===== src/rtl/fct_pkg.sv =====
package fct_pkg;

   typedef enum logic [1:0] {
      RK_DMA    = 2'd0,
      RK_RDATA  = 2'd1,
      RK_LOCAL  = 2'd2,
      RK_STATUS = 2'd3
   } rsp_kind_e;

   // DMA class wins, then bypass read/write, otherwise a status message.
   function automatic rsp_kind_e pick_kind(input logic dma, input logic byp, input logic wr);
      if (dma)      return RK_DMA;
      else if (byp) return wr ? RK_LOCAL : RK_RDATA;
      else          return RK_STATUS;
   endfunction

endpackage


===== src/rtl/fct_tag_table.sv =====
module fct_tag_table #(
   parameter int TAG_W   = 4,
   parameter int DEPTH   = 4,
   parameter int T_W     = 16,
   parameter int CTX_W   = 40,
   parameter int OVH_CYC = 2
) (
   input  logic             clk,
   input  logic             rst_n,
   input  logic [T_W-1:0]   now,
   input  logic             acc,
   input  logic [TAG_W-1:0] tag,
   input  logic             first,
   input  logic             last,
   input  logic [T_W-1:0]   fin,
   input  logic [CTX_W-1:0] ctx_in,
   output logic             full,
   output logic [T_W-1:0]   ret_fin,
   output logic [CTX_W-1:0] ret_ctx
);
   localparam int IDX_W = $clog2(DEPTH);

   if (DEPTH < 2) begin : g_bad_depth
      $error("fct_tag_table: DEPTH must be at least 2");
   end
   if (OVH_CYC < 0) begin : g_bad_ovh
      $error("fct_tag_table: OVH_CYC must not be negative");
   end

   logic             ent_v   [DEPTH];
   logic [TAG_W-1:0] ent_tag [DEPTH];
   logic [T_W-1:0]   ent_lf  [DEPTH];
   logic [CTX_W-1:0] ent_ctx [DEPTH];

   logic [DEPTH-1:0] hit;
   logic [DEPTH-1:0] busy;
   logic [IDX_W-1:0] hit_idx, free_idx;
   logic [T_W-1:0]   base_lf;

   for (genvar g = 0; g < DEPTH; g++) begin : g_match
      assign hit[g]  = ent_v[g] && (ent_tag[g] == tag);
      assign busy[g] = ent_v[g];
   end

   assign full = &busy;

   always_comb begin
      hit_idx  = '0;
      free_idx = '0;
      for (int i = 0; i < DEPTH; i++) begin
         if (hit[i]) hit_idx = IDX_W'(i);
      end
      for (int i = DEPTH - 1; i >= 0; i--) begin
         if (!busy[i]) free_idx = IDX_W'(i);
      end
   end

   assign base_lf = first ? (now + T_W'(OVH_CYC)) : ent_lf[hit_idx];
   assign ret_fin = (fin > base_lf) ? fin : base_lf;
   assign ret_ctx = first ? ctx_in : ent_ctx[hit_idx];

   always_ff @(posedge clk or negedge rst_n) begin
      if (!rst_n) begin
         for (int i = 0; i < DEPTH; i++) begin
            ent_v[i]   <= 1'b0;
            ent_tag[i] <= '0;
            ent_lf[i]  <= '0;
            ent_ctx[i] <= '0;
         end
      end else if (acc) begin
         if (first && !last) begin
            ent_v[free_idx]   <= 1'b1;
            ent_tag[free_idx] <= tag;
            ent_lf[free_idx]  <= ret_fin;
            ent_ctx[free_idx] <= ctx_in;
         end else if (!first) begin
            if (last) ent_v[hit_idx]  <= 1'b0;
            else      ent_lf[hit_idx] <= ret_fin;
         end
      end
   end

   AST_CONT_HITS: assert property (@(posedge clk) disable iff (!rst_n)
      (acc && !first) |-> (|hit));

   AST_NO_ALLOC_FULL: assert property (@(posedge clk) disable iff (!rst_n)
      (acc && first && !last) |-> !full);

   for (genvar g = 0; g < DEPTH; g++) begin : g_chk
      AST_LF_NO_DROP: assert property (@(posedge clk) disable iff (!rst_n)
         (ent_v[g] && $past(ent_v[g])) |-> (ent_lf[g] >= $past(ent_lf[g])));
   end

endmodule


===== src/rtl/fct_rsp_queue.sv =====
module fct_rsp_queue #(
   parameter int QDEPTH = 4,
   parameter int T_W    = 16,
   parameter int CTX_W  = 40
) (
   input  logic             clk,
   input  logic             rst_n,
   input  logic [T_W-1:0]   now,
   input  logic             push,
   input  logic [T_W-1:0]   push_fin,
   input  logic [CTX_W-1:0] push_ctx,
   output logic             full,
   output logic             rel_valid,
   output logic [CTX_W-1:0] rel_ctx
);
   localparam int QI_W = $clog2(QDEPTH);

   if (QDEPTH < 2) begin : g_bad_qdepth
      $error("fct_rsp_queue: QDEPTH must be at least 2");
   end

   logic             q_v   [QDEPTH];
   logic [T_W-1:0]   q_fin [QDEPTH];
   logic [CTX_W-1:0] q_ctx [QDEPTH];
   logic [QDEPTH-1:0] busy;

   logic            due;
   logic [QI_W-1:0] sel, free_idx;
   logic [T_W-1:0]  best;
   logic [T_W-1:0]  rel_fin;

   for (genvar g = 0; g < QDEPTH; g++) begin : g_busy
      assign busy[g] = q_v[g];
   end
   assign full = &busy;

   // Earliest due entry; strict compare keeps the lowest slot on ties.
   always_comb begin
      due      = 1'b0;
      sel      = '0;
      best     = '0;
      free_idx = '0;
      for (int i = 0; i < QDEPTH; i++) begin
         if (q_v[i] && (q_fin[i] <= now) && (!due || (q_fin[i] < best))) begin
            due  = 1'b1;
            sel  = QI_W'(i);
            best = q_fin[i];
         end
      end
      for (int i = QDEPTH - 1; i >= 0; i--) begin
         if (!q_v[i]) free_idx = QI_W'(i);
      end
   end

   always_ff @(posedge clk or negedge rst_n) begin
      if (!rst_n) begin
         for (int i = 0; i < QDEPTH; i++) begin
            q_v[i]   <= 1'b0;
            q_fin[i] <= '0;
            q_ctx[i] <= '0;
         end
         rel_valid <= 1'b0;
         rel_ctx   <= '0;
         rel_fin   <= '0;
      end else begin
         rel_valid <= due;
         if (due) begin
            rel_ctx    <= q_ctx[sel];
            rel_fin    <= q_fin[sel];
            q_v[sel]   <= 1'b0;
         end
         if (push) begin
            q_v[free_idx]   <= 1'b1;
            q_fin[free_idx] <= push_fin;
            q_ctx[free_idx] <= push_ctx;
         end
      end
   end

   AST_NO_OVERFLOW: assert property (@(posedge clk) disable iff (!rst_n)
      push |-> !full);

   AST_NOT_EARLY: assert property (@(posedge clk) disable iff (!rst_n)
      rel_valid |-> (rel_fin < now));

endmodule


===== src/rtl/flit_done_tracker.sv =====
module flit_done_tracker
   import fct_pkg::*;
#(
   parameter int TAG_W   = 4,
   parameter int DEPTH   = 4,
   parameter int QDEPTH  = 4,
   parameter int T_W     = 16,
   parameter int LEN_W   = 12,
   parameter int ID_W    = 16,
   parameter int HOP_W   = 3,
   parameter int PLEN_W  = 3,
   parameter int OVH_CYC = 2
) (
   input  logic              clk,
   input  logic              rst_n,
   input  logic              fl_valid,
   output logic              fl_ready,
   input  logic [TAG_W-1:0]  fl_tag,
   input  logic              fl_first,
   input  logic              fl_last,
   input  logic [T_W-1:0]    fl_finish,
   input  logic              fl_dma,
   input  logic              fl_bypass,
   input  logic              fl_write,
   input  logic [LEN_W-1:0]  fl_nbytes,
   input  logic [ID_W-1:0]   fl_ids,
   input  logic [PLEN_W-1:0] fl_hops,
   input  logic [HOP_W-1:0]  fl_next_hop,
   output logic              rsp_valid,
   output logic [1:0]        rsp_kind,
   output logic              rsp_fwd,
   output logic [HOP_W-1:0]  rsp_hop,
   output logic [LEN_W-1:0]  rsp_len,
   output logic [ID_W-1:0]   rsp_ids,
   output logic [TAG_W-1:0]  rsp_tag
);
   localparam int CTX_W = TAG_W + 4 + HOP_W + LEN_W + ID_W;

   if (T_W < 8) begin : g_bad_tw
      $error("flit_done_tracker: T_W too narrow");
   end

   logic [T_W-1:0]   now_q;
   logic             tbl_full, q_full, acc, short_path;
   logic [CTX_W-1:0] ctx_in, ret_ctx, rel_ctx;
   logic [T_W-1:0]   ret_fin;
   logic             rel_valid;

   always_ff @(posedge clk or negedge rst_n) begin
      if (!rst_n) now_q <= '0;
      else        now_q <= now_q + 1'b1;
   end

   assign short_path = (fl_hops < PLEN_W'(2));
   assign ctx_in = {fl_tag, fl_dma, fl_bypass, fl_write, short_path,
                    fl_next_hop, fl_nbytes, fl_ids};

   assign fl_ready = !(fl_first && !fl_last && tbl_full) && !(fl_last && q_full);
   assign acc      = fl_valid && fl_ready;

   fct_tag_table #(
      .TAG_W(TAG_W), .DEPTH(DEPTH), .T_W(T_W), .CTX_W(CTX_W), .OVH_CYC(OVH_CYC)
   ) u_table (
      .clk(clk), .rst_n(rst_n), .now(now_q), .acc(acc), .tag(fl_tag),
      .first(fl_first), .last(fl_last), .fin(fl_finish), .ctx_in(ctx_in),
      .full(tbl_full), .ret_fin(ret_fin), .ret_ctx(ret_ctx)
   );

   fct_rsp_queue #(
      .QDEPTH(QDEPTH), .T_W(T_W), .CTX_W(CTX_W)
   ) u_queue (
      .clk(clk), .rst_n(rst_n), .now(now_q), .push(acc && fl_last),
      .push_fin(ret_fin), .push_ctx(ret_ctx), .full(q_full),
      .rel_valid(rel_valid), .rel_ctx(rel_ctx)
   );

   logic [TAG_W-1:0] u_tag;
   logic             u_dma, u_byp, u_wr, u_short;
   logic [HOP_W-1:0] u_hop;
   logic [LEN_W-1:0] u_len;
   logic [ID_W-1:0]  u_ids;
   rsp_kind_e        kind;

   assign {u_tag, u_dma, u_byp, u_wr, u_short, u_hop, u_len, u_ids} = rel_ctx;
   assign kind = pick_kind(u_dma, u_byp, u_wr);

   assign rsp_valid = rel_valid;
   assign rsp_kind  = kind;
   assign rsp_fwd   = (kind != RK_LOCAL) && !u_short;
   assign rsp_hop   = rsp_fwd ? u_hop : '0;
   assign rsp_len   = (kind == RK_RDATA) ? u_len : '0;
   assign rsp_ids   = (kind == RK_STATUS) ? u_ids : '0;
   assign rsp_tag   = u_tag;

   AST_LOCAL_SILENT: assert property (@(posedge clk) disable iff (!rst_n)
      (rsp_valid && (rsp_kind == 2'd2)) |-> !rsp_fwd);

   AST_DIRECT_NO_HOP: assert property (@(posedge clk) disable iff (!rst_n)
      (rsp_valid && !rsp_fwd) |-> (rsp_hop == '0));

endmodule


===== config.mk =====
export PLATFORM = sky130hd
export DESIGN_NAME = flit_done_tracker
export DESIGN_NICKNAME = d
export VERILOG_FILES = /design/src/rtl/fct_pkg.sv /design/src/rtl/fct_tag_table.sv /design/src/rtl/fct_rsp_queue.sv /design/src/rtl/flit_done_tracker.sv
export SDC_FILE = /design/constraint.sdc
export NUM_CORES = 1
export LEC_CHECK = 0
export ABC_AREA = 1
export CAP_MARGIN = 20
export CORE_UTILIZATION = 30
export CTS_CLUSTER_SIZE = 30
export DETAILED_ROUTE_END_ITERATION = 6
export DONT_BUFFER_PORTS = 1
export PLACE_DENSITY = 0.42
export SLEW_MARGIN = 20
export SYNTH_ARGS = -nofsm -noshare
export SYNTH_HDL_FRONTEND = slang
export SYNTH_HIERARCHICAL = 1
export SYNTH_SLANG_ARGS = --single-unit

===== constraint.sdc =====
create_clock -name clk -period 17.4 [get_ports clk]
set_input_delay 1.74 -clock clk [delete_from_list [all_inputs] [get_ports clk]]
set_output_delay 1.74 -clock clk [all_outputs]
set_load 0.03 [all_outputs]

Word level (Yosys, flattened, before mapping)
Cells that the tools add are included.
{"block": "totals", "register_bits": 520, "inputBits": 62, "out_inout_bits": 40}
{"block": "classes", "n_addsub": 2, "magnitude_cmp": 17, "n_eq_ne": 8, "n_mux": 73, "bitwise_logic": 10, "reduce_logical": 37}
{"op": "$bwmux W156", "count": 2}
{"op": "$mux W39", "count": 7}
{"op": "$bwmux W64", "count": 3}
{"op": "$mux W64", "count": 3}
{"op": "$mux W16", "count": 11}
{"op": "$bmux W39 S2", "count": 2}
{"op": "$demux W39 S2", "count": 2}
{"op": "$demux W16 S2", "count": 3}
{"op": "$le A16 B16 Y1", "count": 4}
{"op": "$lt A16 B16 Y1", "count": 3}
{"op": "$bmux W16 S2", "count": 1}
{"op": "$mux W2", "count": 15}
{"op": "$mux W4", "count": 6}
{"op": "$logic_and A1 B1 Y1", "count": 21}
{"op": "$add A16 B1 Y16 const B", "count": 1}
{"op": "$add A16 B2 Y16 const B", "count": 1}
{"op": "$bwmux W16", "count": 1}
{"op": "$gt A16 B16 Y1", "count": 1}
{"op": "$eq A4 B4 Y1", "count": 3}
{"op": "$ge A3 B3 Y1 const B", "count": 4}
{"op": "$lt A3 B1 Y1 const B", "count": 4}
{"op": "$mux W12", "count": 1}
{"op": "$not A2 Y3", "count": 4}
{"op": "$mux W1", "count": 10}
{"op": "17 further kinds", "count": 34}

Longest topological paths before layout
{"block": "logic_depth", "depth_word": 25, "ltp_mapped": 61, "mapped_depth_nobuf": 56}

Hierarchy
The synthesis kept the hierarchy.
{"module": "fct_rsp_queue", "instances": 1, "cells_each": 1770, "area_per_inst_um2": 14128.6}
{"module": "fct_tag_table", "instances": 1, "cells_each": 1595, "area_per_inst_um2": 12390.6}
{"module": "flit_done_tracker", "instances": 1, "cells_each": 169, "area_per_inst_um2": 1222.4}

Worst setup path before layout
No wires, ideal clock.
{"block": "synth_path", "kind": "reg-to-reg", "from": "reg now_q[5]", "to": "reg u_queue.rel_ctx[19]", "setup_ns": 0.122, "arrival_time_ns": 6.320, "path_slack_ns": 10.959, "stages_incl_launch_ff": 43, "synth_period_minus_slack_ns": 6.441, "path_cell_list": "dfrtp_1 inv_1 ha_1 a21oi_1 nor2_1 nor2_1 nand2_1 nand2_1 nand2_1 a21oi_1 clkbuf_1 nand2_1 ha_1 nand4_1 o221a_2 nand2_1 nand2_1 nand2_2 [... 7 more ...] o221a_2 nand2_1 nand2_2 nand2_4 clkbuf_1 nand2_1 o21ai_0 ha_1 a21oi_1 nor2_1 a211oi_1 o221a_2 nand2_1 a21oi_1 clkbuf_1 nand2_1 nand3_1 a21oi_1"}
{"block": "synth_via", "elab_chain_len": 19, "elab_cells_between_ends": 34, "cone_classes": "order compare (7); mux (13); bitwise (1); reduce/logical (13)"}
{"item": "start: declaration", "line_no": "flit_done_tracker.sv:43", "source": "logic [T_W-1:0] now_q;"}
{"item": "start signal: assignment", "line_no": "flit_done_tracker.sv:51", "source": "else now_q <= now_q + 1'b1;"}
{"item": "$le A16 B16 Y1", "line_no": "fct_rsp_queue.sv:44", "source": "if (q_v[i] && (q_fin[i] <= now) && (!due || (q_fin[i] < best))) begin"}
{"item": "$logic_and A1 B1 Y1", "line_no": "fct_rsp_queue.sv:44"}
{"item": "$mux W16 / $mux W1 (equally long branches)", "line_no": "fct_rsp_queue.sv:44"}
{"item": "$lt A16 B16 Y1 / $logic_not A1 Y1 (equally long branches)", "line_no": "fct_rsp_queue.sv:44"}
{"item": "$logic_or A1 B1 Y1", "line_no": "fct_rsp_queue.sv:44"}
{"item": "$logic_and A1 B1 Y1", "line_no": "fct_rsp_queue.sv:44"}
{"item": "$mux W16 / $mux W1 (equally long branches)", "line_no": "fct_rsp_queue.sv:44"}
{"item": "$lt A16 B16 Y1 / $logic_not A1 Y1 (equally long branches)", "line_no": "fct_rsp_queue.sv:44"}
{"item": "[... 2 more ...]"}
{"item": "$mux W16 / $mux W1 (equally long branches)", "line_no": "fct_rsp_queue.sv:44"}
{"item": "$lt A16 B16 Y1 / $logic_not A1 Y1 (equally long branches)", "line_no": "fct_rsp_queue.sv:44"}
{"item": "$logic_or A1 B1 Y1", "line_no": "fct_rsp_queue.sv:44"}
{"item": "$logic_and A1 B1 Y1", "line_no": "fct_rsp_queue.sv:44"}
{"item": "$mux W2", "line_no": "fct_rsp_queue.sv:44"}
{"item": "$not A2 Y3 (not written as such)", "line_no": "fct_rsp_queue.sv:68", "source": "rel_ctx <= q_ctx[sel];"}
{"item": "$bmux W39 S2", "line_no": "fct_rsp_queue.sv:68"}
{"item": "$mux W39 (not written as such) (2 in a row)", "line_no": "fct_rsp_queue.sv:68"}
{"item": "end signal: assignment", "line_no": "fct_rsp_queue.sv:68"}
{"item": "end: declaration", "line_no": "fct_rsp_queue.sv:14", "source": "output logic [CTX_W-1:0] rel_ctx"}
Several ways; a longest one is shown, not always the timed one. The select of a mux whose other input is x is not followed.
A chain may end at the register's enable or synchronous reset.

Worst setup path after layout
{"block": "layout_path", "from": "reg now_q[11]", "to": "reg u_queue.rel_ctx[16]"}
The elaborated chain is that of the path after synthesis.

==> results by group <==
Outcome
  • Status: finished with violations
  • Failing checks: max-slew violations

Drt
  • ANT nets after route: 0
  • Via count: 22290
  • Routed WL per cell: between 15 and 20 µm
  • Final WL: 86510 µm
  • Initial DRT Pass Iterations: 6
  • Via/cell ratio: 4.767
  • Post-route DRC violation count: 0
  • Iteration-0 DRC count of the detailed router: 1768

Placed design
  • Area after DPL: 0.02864 mm²
  • IO Port Bufs: 0
  • Hpwl dp: 52330 µm
  • Gpl congestion: between 0.8 and 0.9

Global route
  • Met1 GRT Util: 27.16%
  • Met2 usage in global routing: between 20 and 30%
  • Top Usage Layer GRT: met2
  • Initial antenna violation count: 0
  • GR Overflow Total: 0
  • Total track usage: 18.73%
  • Met3 GRT Util: 3.055%
  • Largest net degree at the start of global routing: 517
  • Vias in the first global route: 22020
  • First-pass GRT wire length: 135600 µm

Clocking
  • Clock transition at path regs: 0.06 ns
  • H-tree levels: 3
  • Post-cts sizing count: 0
  • Root Buffer: clkbuf_16
  • Clk_lat worst skew: 0.62 ns
  • Setup Fix Bufs, Post-CTS: 0
  • Max Buffers Root-to-Sink: 3
  • Cts bufs inserted: 66
  • CTS tree: built
  • CTS Hold Bufs: 0
  • Num Clock Sinks: 516

STA
  • Worst-margin pin slew: 2.061 ns
  • Slew Viols, Final: 283
  • Clock period minus worst slack: 10.03 ns
  • Fmax: 99.74 MHz
  • Relative slew slack: -37.40%
  • Final hold vios: 0
  • Setup TNS Final: 0 ns
  • Clock Skew: 0.02431 ns
  • Setup violators final: 0
  • Unrepaired setup endpoints after global routing: no
  • Share of the clock period used by the worst path: 57.62%

Die
  • Die Y: ~300 µm
  • Die W: 306.1 µm
  • Core ar.: 0.09166 mm²
  • Initial Util: 30.26%
  • I/O pin count: about 100
  • Placement Rows: around 110
  • Die area: 0.09369 mm²

Hold path
  • Hold Crit Start: u_queue/q_ctx[43]
  • Hold depth: 2
  • HP Class: reg -> reg
  • Hold EP: u_queue/q_ctx[43]

Synthesis
  • Async SR Flop Fraction: 100.0%
  • Main flop type after synthesis: dfrtp_1
  • Ys Warns: 6
  • Syn Area/Cell: 7.850 µm²
  • Mapped Area: 0.02774 mm²
  • Synth Net Count: approximately 3700
  • Post-synth top area cell: dfrtp_1
  • Sequential area share after synthesis: 46.55%
  • Most common cell in the synthesized netlist: nand2_1
  • Post-synth top area share: 46.55%
  • Post-synth EDFFs: 0
  • Synth cell types: 50
  • Cells after synthesis: 3534
  • Leading post-synthesis cells by cell area: dfrtp_1 (47%), nand2_1 (13%), o21ai_0 (7.8%)
  • Synth top cells by count: nand2_1 (962), dfrtp_1 (516), o21ai_0 (432), inv_1 (385), nor2_1 (255)
  • Synthesized flop and latch total: 516

Critical path
  • Crit Reg-Reg Startpoint: now_q[11]
  • FF-to-FF path depth: 40
  • R2R Path End: u_queue/rel_ctx[16]
  • Critical Path AT: 10.56 ns
  • CP max FO: 54
  • Crit-path most repeated cell: nand2_1
  • Worst Setup Path Type: reg -> reg
  • Reg2Reg Setup Slack: roughly 7.4 ns
  • WP data required: between 15 and 20 ns
  • CP startpoint kind: register
  • Critical-path top delay cell: buf_4
  • Worst path max stage delay: 0.64 ns
  • CP Capture Type: register

Power
  • Peak supply drop: around 130 µV
  • Pwr per Cell Area: 181.3 mW/mm²
  • Leakage: 0.01510 µW
  • Total Power: 5575 µW

Final layout
  • Nets: 3637
  • Area delta synth->final: 10.84%
  • Antenna cells: 0
  • Fin area: 0.03075 mm²
  • Final core utilization: 33.54%
  • Layout cells sized above 1: 7.882%

Run
  • MaxCap Viol Count: 0
## final cells by class
type,count,area [µm²]
timing repair buffer,23,172.7
tap,1186,1484
multi-input combinational,2440,12580
sequential,516,12910
fill,9810,60910
inverter,399,1498
clock buffer,98,1912
clock inverter,13,192.7
## metrics by stage
stage	setup slack (ns)	hold WS [ns]	cells
2_1_floorplan	10.96	0.4439	3534
3_3_place_gp	7.235	0.4575	4564
3_5_place_dp	7.235	0.4643	4564
4_1_cts	7.203	0.4775	4675
5_1_grt	6.342	0.4883	4675
6_report	7.374	0.4731	4675
## worst max-delay path, delay by kind of cell, from the launching register on
family,cells,cell delay [ns]
flops,1,0.59
compound gates,13,3.06
buf+inv,4,1.62
fa+ha+maj,4,1.35
simple gates,19,3.25
## flip-flops by register name, indices dropped and copies added (netlist names)
register           count
now_q                 16
u_queue/busy           4
u_queue/q_ctx        156
u_queue/q_fin         64
u_queue/rel_ctx       39
u_queue/rel_valid      1
u_table/busy           4
u_table/ent_ctx      156
u_table/ent_lf        64
u_table/ent_tag       12
## layout by cell type (no fill, tap or decap), drive strengths merged, types with 2 or more instances in the layout
cell type / instances
nand2: 991
dfrtp: 516
o21ai: 436
inv: 398
nor2: 278
nand3: 202
ha: 129
a21oi: 123
clkbuf: 98
or2: 60
o211ai: 43
a31oi: 40
nand3b: 30
nand4: 28
buf: 23
a22oi: 17
nor3: 13
clkinv: 11
a211oi: 9
and2: 8
xor2: 7
xnor2: 6
o21bai: 3
bufinv: 3
o221a: 3
a21o: 2
o2111ai: 2
o221ai: 2
a21boi: 2
## cells by family (layout without fill, tap and decap cells)
family / count (synthesis) / in the layout / synth area share, %
adder cells (fa/ha/maj): 129 / 129 / 5.818
XOR/XNOR: 13 / 13 / 0.4104
flip-flops: 516 / 516 / 46.55
AO/OA/AOI/OAI: 687 / 687 / 13.54
AND/OR/NAND/NOR: 1611 / 1611 / 25.31
buffers and inverters: 578 / 533 / 8.384
## worst max path at each step
stage | startpoint | endpoint | slack (ns) | cells after the start
floorplan | now_q[5] | u_queue/rel_ctx[19] | 10.96 | 42
global placement | now_q[11] | u_queue/rel_ctx[22] | 7.23 | 40
detailed placement | now_q[11] | u_queue/rel_ctx[19] | 7.23 | 40
CTS | now_q[11] | u_queue/rel_ctx[16] | 7.20 | 40
global route | now_q[11] | u_queue/rel_ctx[16] | 6.34 | 45
finish | now_q[11] | u_queue/rel_ctx[16] | 7.37 | 40
## routing by layer
metal / part of all wire [%] / wire length, µm
met1: 50 / 43310
met4: 1.5 / 1259
met3: 4.1 / 3570
met2: 44 / 38370
met5: 0 / 0
## report_power, final
group	internal (µW)	switching [µW]	total [µW]	leakage [µW]
Clock	805	553	1360	0.00103
Combinational	784	1480	2260	0.00752
Sequential	1670	286	1950	0.00655
No activity file was read; power rests on OpenSTA's default activity.
